--- src/rtl/audtx_pkg.sv ---
package audtx_pkg;

  typedef enum logic [1:0] {
    FMT_I2S = 2'b00,
    FMT_LJ  = 2'b01,
    FMT_RJ  = 2'b10,
    FMT_DSP = 2'b11
  } fmt_e;

  function automatic int clamp_len(input int v, input int lo, input int hi);
    if (v < lo) return lo;
    if (v > hi) return hi;
    return v;
  endfunction

endpackage

--- src/rtl/audtx_clk_edge.sv ---
module audtx_clk_edge
  import audtx_pkg::*;
(
  input  logic clk,
  input  logic rst,
  input  logic bclk_i,
  input  logic fclk_i,
  input  fmt_e fmt_live,
  input  fmt_e fmt_held,
  output logic bit_tick,
  output logic frame_start,
  output logic restart
);

  logic bclk_q;
  logic fclk_q;
  logic changed;
  logic start_dir;

  always_ff @(posedge clk) begin
    if (rst) begin
      bclk_q <= 1'b0;
      fclk_q <= 1'b0;
    end else begin
      bclk_q <= bclk_i;
      if (bit_tick) fclk_q <= fclk_i;
    end
  end

  always_comb begin
    bit_tick    = bclk_q & ~bclk_i;
    changed     = fclk_i ^ fclk_q;
    // I2S opens its frame on the falling frame-clock edge, all others on the rising edge
    start_dir   = (fmt_live == FMT_I2S) ? ~fclk_i : fclk_i;
    frame_start = bit_tick & changed & start_dir;
    // the half-frame boundary restarts the count except in pulse-sync mode
    restart     = frame_start | (bit_tick & changed & (fmt_held != FMT_DSP));
  end

  AST_DSP_FALL_IGNORED: assert property (@(posedge clk) disable iff (rst)
    (bit_tick && fmt_held == FMT_DSP && fmt_live == FMT_DSP && !fclk_i) |-> !restart);

endmodule

--- src/rtl/audtx_slot_cnt.sv ---
module audtx_slot_cnt #(
  parameter int HALF = 32,
  localparam int SLOTS = 2 * HALF,
  localparam int CW = $clog2(SLOTS)
) (
  input  logic          clk,
  input  logic          rst,
  input  logic          bit_tick,
  input  logic          restart,
  output logic [CW-1:0] cnt_nxt
);

  localparam logic [CW-1:0] TOP = CW'(SLOTS - 1);

  logic [CW-1:0] cnt;

  always_comb begin
    if (restart)         cnt_nxt = '0;
    else if (cnt == TOP) cnt_nxt = TOP;
    else                 cnt_nxt = cnt + 1'b1;
  end

  always_ff @(posedge clk) begin
    if (rst)           cnt <= TOP;
    else if (bit_tick) cnt <= cnt_nxt;
  end

  AST_CNT_SATURATE: assert property (@(posedge clk) disable iff (rst)
    (bit_tick && !restart && cnt == TOP) |=> (cnt == TOP));
  AST_CNT_ADVANCE: assert property (@(posedge clk) disable iff (rst)
    (bit_tick && !restart && cnt != TOP) |=> (cnt == $past(cnt) + 1'b1));
  AST_CNT_IDLE_HOLD: assert property (@(posedge clk) disable iff (rst)
    !bit_tick |=> $stable(cnt));

endmodule

--- src/rtl/audtx_frame_latch.sv ---
module audtx_frame_latch
  import audtx_pkg::*;
#(
  parameter int SW = 24,
  parameter int MINL = 16,
  localparam int LW = $clog2(SW + 1)
) (
  input  logic          clk,
  input  logic          rst,
  input  logic          frame_start,
  input  fmt_e          fmt_live,
  input  logic [LW-1:0] wlen_i,
  input  logic [SW-1:0] left_i,
  input  logic [SW-1:0] right_i,
  output fmt_e          fmt_held,
  output fmt_e          fmt_eff,
  output logic [LW-1:0] len_eff,
  output logic [SW-1:0] left_eff,
  output logic [SW-1:0] right_eff
);

  fmt_e          fmt_q;
  logic [LW-1:0] len_q;
  logic [LW-1:0] len_live;
  logic [SW-1:0] left_q;
  logic [SW-1:0] right_q;

  always_comb len_live = LW'(clamp_len(int'(wlen_i), MINL, SW));

  always_ff @(posedge clk) begin
    if (rst) begin
      fmt_q   <= FMT_I2S;
      len_q   <= LW'(SW);
      left_q  <= '0;
      right_q <= '0;
    end else if (frame_start) begin
      fmt_q   <= fmt_live;
      len_q   <= len_live;
      left_q  <= left_i;
      right_q <= right_i;
    end
  end

  // at the starting edge itself the fresh values are needed for bit 0
  always_comb begin
    fmt_held  = fmt_q;
    fmt_eff   = frame_start ? fmt_live : fmt_q;
    len_eff   = frame_start ? len_live : len_q;
    left_eff  = frame_start ? left_i   : left_q;
    right_eff = frame_start ? right_i  : right_q;
  end

  AST_LEN_RANGE: assert property (@(posedge clk) disable iff (rst)
    (int'(len_q) >= MINL) && (int'(len_q) <= SW));
  AST_SAMPLE_HOLD: assert property (@(posedge clk) disable iff (rst)
    !frame_start |=> ($stable(left_q) && $stable(right_q) && $stable(len_q)));

endmodule

--- src/rtl/audtx_bit_sel.sv ---
module audtx_bit_sel
  import audtx_pkg::*;
#(
  parameter int SW = 24,
  parameter int HALF = 32,
  localparam int CW = $clog2(2 * HALF),
  localparam int LW = $clog2(SW + 1),
  localparam int IW = $clog2(SW)
) (
  input  fmt_e          fmt,
  input  logic [LW-1:0] len,
  input  logic [CW-1:0] slot,
  input  logic          fclk_lvl,
  input  logic [SW-1:0] left_w,
  input  logic [SW-1:0] right_w,
  output logic          bit_o
);

  int            k;
  int            n;
  int            j;
  logic          valid;
  logic          use_left;
  logic [IW-1:0] idx;
  logic [SW-1:0] word;

  always_comb begin
    k        = int'(slot);
    n        = int'(len);
    j        = 0;
    valid    = 1'b0;
    // channel from the frame-clock level: I2S is left while low, the others while high
    use_left = (fmt == FMT_I2S) ? ~fclk_lvl : fclk_lvl;
    case (fmt)
      FMT_I2S: begin
        if (k >= 1 && k <= n) begin
          valid = 1'b1;
          j     = k - 1;
        end
      end
      FMT_LJ: begin
        if (k < n) begin
          valid = 1'b1;
          j     = k;
        end
      end
      FMT_RJ: begin
        if (k >= HALF - n && k < HALF) begin
          valid = 1'b1;
          j     = k - (HALF - n);
        end
      end
      default: begin
        // pulse-sync: left word then right word, back to back
        if (k < n) begin
          valid    = 1'b1;
          use_left = 1'b1;
          j        = k;
        end else if (k < 2 * n) begin
          valid    = 1'b1;
          use_left = 1'b0;
          j        = k - n;
        end
      end
    endcase
    idx   = IW'(SW - 1 - j);
    word  = use_left ? left_w : right_w;
    bit_o = valid & word[idx];
  end

endmodule

--- src/rtl/audtx_stereo_ser.sv ---
module audtx_stereo_ser
  import audtx_pkg::*;
#(
  parameter int SW = 24,
  parameter int HALF = 32,
  parameter int MINL = 16,
  localparam int CW = $clog2(2 * HALF),
  localparam int LW = $clog2(SW + 1)
) (
  input  logic          clk,
  input  logic          rst,
  input  logic          bclk_i,
  input  logic          fclk_i,
  input  logic [1:0]    fmt_i,
  input  logic [LW-1:0] wlen_i,
  input  logic [SW-1:0] left_i,
  input  logic [SW-1:0] right_i,
  output logic          sdata_o
);

  localparam logic [CW-1:0] TOP = CW'(2 * HALF - 1);

  fmt_e          fmt_live;
  fmt_e          fmt_held;
  fmt_e          fmt_eff;
  logic          bit_tick;
  logic          frame_start;
  logic          restart;
  logic [CW-1:0] cnt_nxt;
  logic [LW-1:0] len_eff;
  logic [SW-1:0] left_eff;
  logic [SW-1:0] right_eff;
  logic          bit_val;

  always_comb fmt_live = fmt_e'(fmt_i);

  audtx_clk_edge u_edge (
    .clk         (clk),
    .rst         (rst),
    .bclk_i      (bclk_i),
    .fclk_i      (fclk_i),
    .fmt_live    (fmt_live),
    .fmt_held    (fmt_held),
    .bit_tick    (bit_tick),
    .frame_start (frame_start),
    .restart     (restart)
  );

  audtx_slot_cnt #(.HALF(HALF)) u_cnt (
    .clk      (clk),
    .rst      (rst),
    .bit_tick (bit_tick),
    .restart  (restart),
    .cnt_nxt  (cnt_nxt)
  );

  audtx_frame_latch #(.SW(SW), .MINL(MINL)) u_latch (
    .clk         (clk),
    .rst         (rst),
    .frame_start (frame_start),
    .fmt_live    (fmt_live),
    .wlen_i      (wlen_i),
    .left_i      (left_i),
    .right_i     (right_i),
    .fmt_held    (fmt_held),
    .fmt_eff     (fmt_eff),
    .len_eff     (len_eff),
    .left_eff    (left_eff),
    .right_eff   (right_eff)
  );

  audtx_bit_sel #(.SW(SW), .HALF(HALF)) u_sel (
    .fmt      (fmt_eff),
    .len      (len_eff),
    .slot     (cnt_nxt),
    .fclk_lvl (fclk_i),
    .left_w   (left_eff),
    .right_w  (right_eff),
    .bit_o    (bit_val)
  );

  always_ff @(posedge clk) begin
    if (rst)           sdata_o <= 1'b0;
    else if (bit_tick) sdata_o <= bit_val;
  end

  AST_SDATA_STABLE: assert property (@(posedge clk) disable iff (rst)
    !bit_tick |=> $stable(sdata_o));
  AST_I2S_GAP_LOW: assert property (@(posedge clk) disable iff (rst)
    (bit_tick && restart && fmt_eff == FMT_I2S) |=> !sdata_o);
  AST_RJ_LEAD_LOW: assert property (@(posedge clk) disable iff (rst)
    (bit_tick && restart && fmt_eff == FMT_RJ) |=> !sdata_o);
  AST_IDLE_LOW: assert property (@(posedge clk) disable iff (rst)
    (bit_tick && cnt_nxt == TOP) |=> !sdata_o);

endmodule

--- config.mk ---
export PLATFORM = sky130hd
export DESIGN_NAME = audtx_stereo_ser
export DESIGN_NICKNAME = d
export VERILOG_FILES = /design/src/rtl/audtx_pkg.sv /design/src/rtl/audtx_clk_edge.sv /design/src/rtl/audtx_slot_cnt.sv /design/src/rtl/audtx_frame_latch.sv /design/src/rtl/audtx_bit_sel.sv /design/src/rtl/audtx_stereo_ser.sv
export SDC_FILE = /design/constraint.sdc
export NUM_CORES = 1
export LEC_CHECK = 0
export CAP_MARGIN = 0
export CORE_MARGIN = 10
export CORE_UTILIZATION = 55
export CTS_CLUSTER_SIZE = 24
export DETAILED_ROUTE_END_ITERATION = 10
export GPL_TIMING_DRIVEN = 0
export PLACE_DENSITY = 0.8
export REMOVE_ABC_BUFFERS = 1
export SYNTH_ARGS = -nofsm -noshare
export SYNTH_HDL_FRONTEND = slang
export SYNTH_SLANG_ARGS = --single-unit
--- constraint.sdc ---
create_clock -name clk -period 8.3 [get_ports clk]
set_input_delay 2.075 -clock clk [delete_from_list [all_inputs] [get_ports clk]]
set_output_delay 2.075 -clock clk [all_outputs]
set_load 0.03 [all_outputs]
==> results.sh <==
export IMPL_design_area_sq_um=5280
export IMPL_grt_usage_pct=19.0
export IMPL_p_leak_nw=1.92
export IMPL_grt_max_degree=63
export IMPL_drt_iter0_markers=328
export IMPL_fmax_ghz=0.130
export IMPL_hold_violations=0
export IMPL_status="finished, final reports clean"
export IMPL_r2r_start="u_edge.fclk_q"
export IMPL_fin_crit_sh_pct=92.4
export IMPL_yosysTopAreaCellShare_pct=28.3
export IMPL_reg2reg_depth=18
export IMPL_coreArea_sq_um=8090
export IMPL_period_needed_ns=7.67
export IMPL_yosys_area_top_type="dfxtp_1"
export IMPL_max_slew_margin_pct=39.7
export IMPL_layout_cells_non_filler=720
export IMPL_p_switching_mw=0.295
export IMPL_ff2ff_setup_slack_ns=2.58
export IMPL_vias=4374
export IMPL_syn_inst=568
export IMPL_gp_congestion=0.915
export IMPL_crit_path_top_delay_cell="nand2b_4"
export IMPL_row_count=33
export IMPL_pre_cts_ws_ns=0.468
export IMPL_synth_most_common_cell="nand2_1"
export IMPL_die_w_um=111
export IMPL_worst_clock_skew_ns=0.0141
export IMPL_p_seq_share_pct=38.5
export IMPL_crit_required_ns=8.52
export IMPL_setup_viol=0
export IMPL_grt_ovfl_total=0
export IMPL_dr_pass1_iters=5
export IMPL_die_area_sq_um=12300
export IMPL_n_antenna_cell=0
export IMPL_final_util_pct=65.3
export IMPL_setup_ws_ns=0.629
export IMPL_drc=0
export IMPL_synth_area_sq_um=4530
export IMPL_ctsResizeCount=0
export IMPL_crit_path_start="fmt_i[1]"
export IMPL_vdd_drop_max_mv=0.0971
export IMPL_die_h_um=111
export IMPL_rsz0062_at_grt="no"
export IMPL_holdPathStages=2
export IMPL_synth_seq_cells=64
export IMPL_htreeDepth=3
export IMPL_hp_start="u_latch.left_q[13]"
export IMPL_cp_start_kind="input pin"
export IMPL_synth_common_cells="nand2_1 (121), a21oi_1 (78), dfxtp_1 (64)"
export IMPL_synth_edf_count=0
export IMPL_ctsHoldBuffers=0
export IMPL_cts_tree="done"
export IMPL_dp_hpwl_um=8810
export IMPL_io_pins=60
export IMPL_cpPeakStageDelay_ns=0.65
export IMPL_cts_reportedPaths_clkPinSlew_ns=0.07
export IMPL_finalMaxSlewViolations=0
export IMPL_seq_area_frac_synth_pct=28.3
export IMPL_p_clk_share_pct=30.3
export IMPL_dp_cells=704
export IMPL_worst_setup_path_type="in2reg"
export IMPL_cts_root_buf="clkbuf_8"
export IMPL_grt_pass1_wl_um=20300
export IMPL_hold_slack_ns=0.457
export IMPL_synth_cell_types=86
export IMPL_cp_max_fo=62
export IMPL_arrival_ns=7.89
export IMPL_ant_nets=0
export IMPL_p_total_mw=0.828
export IMPL_synthArstFlopShare_pct=0
export IMPL_drv_cap=0
export IMPL_p_sw_share_pct=35.6
export IMPL_ys_top_cells_by_area="dfxtp_1 (28%), nand2_1 (10%), a21oi_1 (8.6%)"
export IMPL_layout_nets=689
export IMPL_ys_warn_count=0
export IMPL_worst_slew_pin_slew_ns=0.905
export IMPL_cts_setup_buffers=0
export IMPL_setup_tns_ns=0
export IMPL_cts_buffers=9
export IMPL_insertion_delay_ns=0.35
export IMPL_cts_sink_count=64
export IMPL_viasPerCell=6.08
export IMPL_min_path_type="reg2reg"
export IMPL_syn_avg_cell_area_sq_um=7.97
export IMPL_min_to="u_latch.left_q[13]"
export IMPL_initial_core_util_pct=55.9
export IMPL_clk_path_buf_depth=2
export IMPL_areaGrowthSynthToFinish_pct=16.8
export IMPL_portBuffers=59
export IMPL_powerDensity_nw_per_um2=157
export IMPL_pwr_share_comb_pct=31.2
export IMPL_placed_area_sq_um=5100
export IMPL_grt_pass1_vias=4222
export IMPL_r2r_end="sdata_o"
export IMPL_synth_flop_cell="dfxtp_1"
export IMPL_internal_power_mw=0.533
export IMPL_crit_path_end_kind="register"
export IMPL_path_cells="clkdlybuf4s50_1 > nor2_2 > mux2i_4 > nand2b_4 > a21oi_1 > inv_1 > ha_1 > fa_1 > nor2b_1 > o21bai_1 > nand2_1 > a21oi_1 > nand2_1 > nand2_4 > mux4_2 > a2111oi_0 > a211oi_1 > a41oi_2 > a311oi_2"
export IMPL_antenna_found_initial=0
export IMPL_wire_per_inst_um=16.8
export IMPL_drt_total_wl_um=12100
export IMPL_layout_drive_gt1_share_pct=11.2
==> per-layer routing <==
layer	up-vias	routed length, um	GRT usage (%)
met3	17	571	3.14
met1	2070	5570	24.7
met5	-	0	0
met2	130	5790	31.0
li1	2157	-	-
met4	0	189	6.34
==> cells by family (layout without fill, tap and decap cells) <==
family	after synthesis	after routing	synth area share, %
AOI/OAI and AO/OA	176	176	27.0
adders and majority gates	20	20	5.86
DFF	64	64	28.3
xor gates and xnor gates	11	11	2.13
buffers and inverters	41	88	5.00
muxes	23	23	6.61
and+or+nand+nor	233	233	25.1
==> power groups by stage <==
stage / clock network [mW] / registers [mW] / logic, mW
CTS: 0.253 / 0.319 / 0.255
detailed placement: 0 / 0.326 / 0.253
global placement: 0 / 0.326 / 0.246
global route: 0.269 / 0.320 / 0.281
floorplan: 0 / 0.325 / 0.172
finish: 0.251 / 0.319 / 0.259
==> worst max path at each step <==
stage                         end  slack, ns  cells after the start
after floorplan           sdata_o       0.53                     18
after CTS                 sdata_o       0.80                     19
after detailed placement  sdata_o       0.47                     19
after global placement    sdata_o      -1.58                     19
final                     sdata_o       0.63                     19
after global routing      sdata_o       0.26                     19
==> final cells by class <==
class / count / area, sq um
Clock buffer: 9 / 124
Clock inverter: 7 / 55.1
Fill cell: 720 / 2810
Inverter: 11 / 41.3
Multi-Input combinational cell: 463 / 3030
Sequential cell: 64 / 1280
Tap cell: 105 / 131
Timing Repair Buffer: 61 / 626
==> worst max-delay path: cells and delay by family <==
kind	cells	cell delay, ns
adder cells (fa/ha/maj)	2	0.55
multiplexers	2	0.79
AO/OA/AOI/OAI	7	1.80
AND/OR/NAND/NOR	6	1.93
buffers and inverters	2	0.67
==> placed cells by master (no fill, tap or decap), types with 3 or more instances in the layout <==
cell / synthesis / routed
o211ai_1: 7 / 7
a22oi_1: 4 / 4
a221oi_1: 3 / 3
mux2_2: 8 / 8
o21ai_0: 16 / 16
a211oi_1: 9 / 9
a21oi_1: 78 / 78
nand3b_1: 4 / 4
inv_1: 11 / 11
nand2_1: 121 / 121
clkdlybuf4s50_1: 0 / 58
ha_1: 18 / 18
dfxtp_1: 64 / 64
nand4_1: 5 / 5
nor2b_1: 3 / 3
and3_1: 6 / 6
xnor2_1: 4 / 4
a22o_1: 3 / 3
xor2_1: 7 / 7
a21o_1: 3 / 3
a31oi_1: 6 / 6
clkbuf_8: 3 / 9
mux2i_1: 9 / 9
a211o_1: 10 / 10
mux4_2: 3 / 3
nor3_1: 15 / 15
nor2_1: 30 / 29
nand3_1: 15 / 15
nor3b_1: 3 / 3
o22ai_1: 5 / 5
o21bai_1: 3 / 3
==> flip-flops by register name, indices dropped and copies added (netlist names) <==
| signal | cells |
|---|---|
| sdata_o | 1 |
| u_cnt.cnt | 6 |
| u_edge.bclk_q | 1 |
| u_edge.fclk_q | 1 |
| u_latch.fmt_held | 2 |
| u_latch.left_q | 24 |
| u_latch.len_q | 5 |
| u_latch.right_q | 24 |
No activity file was read; power rests on OpenSTA's default activity.
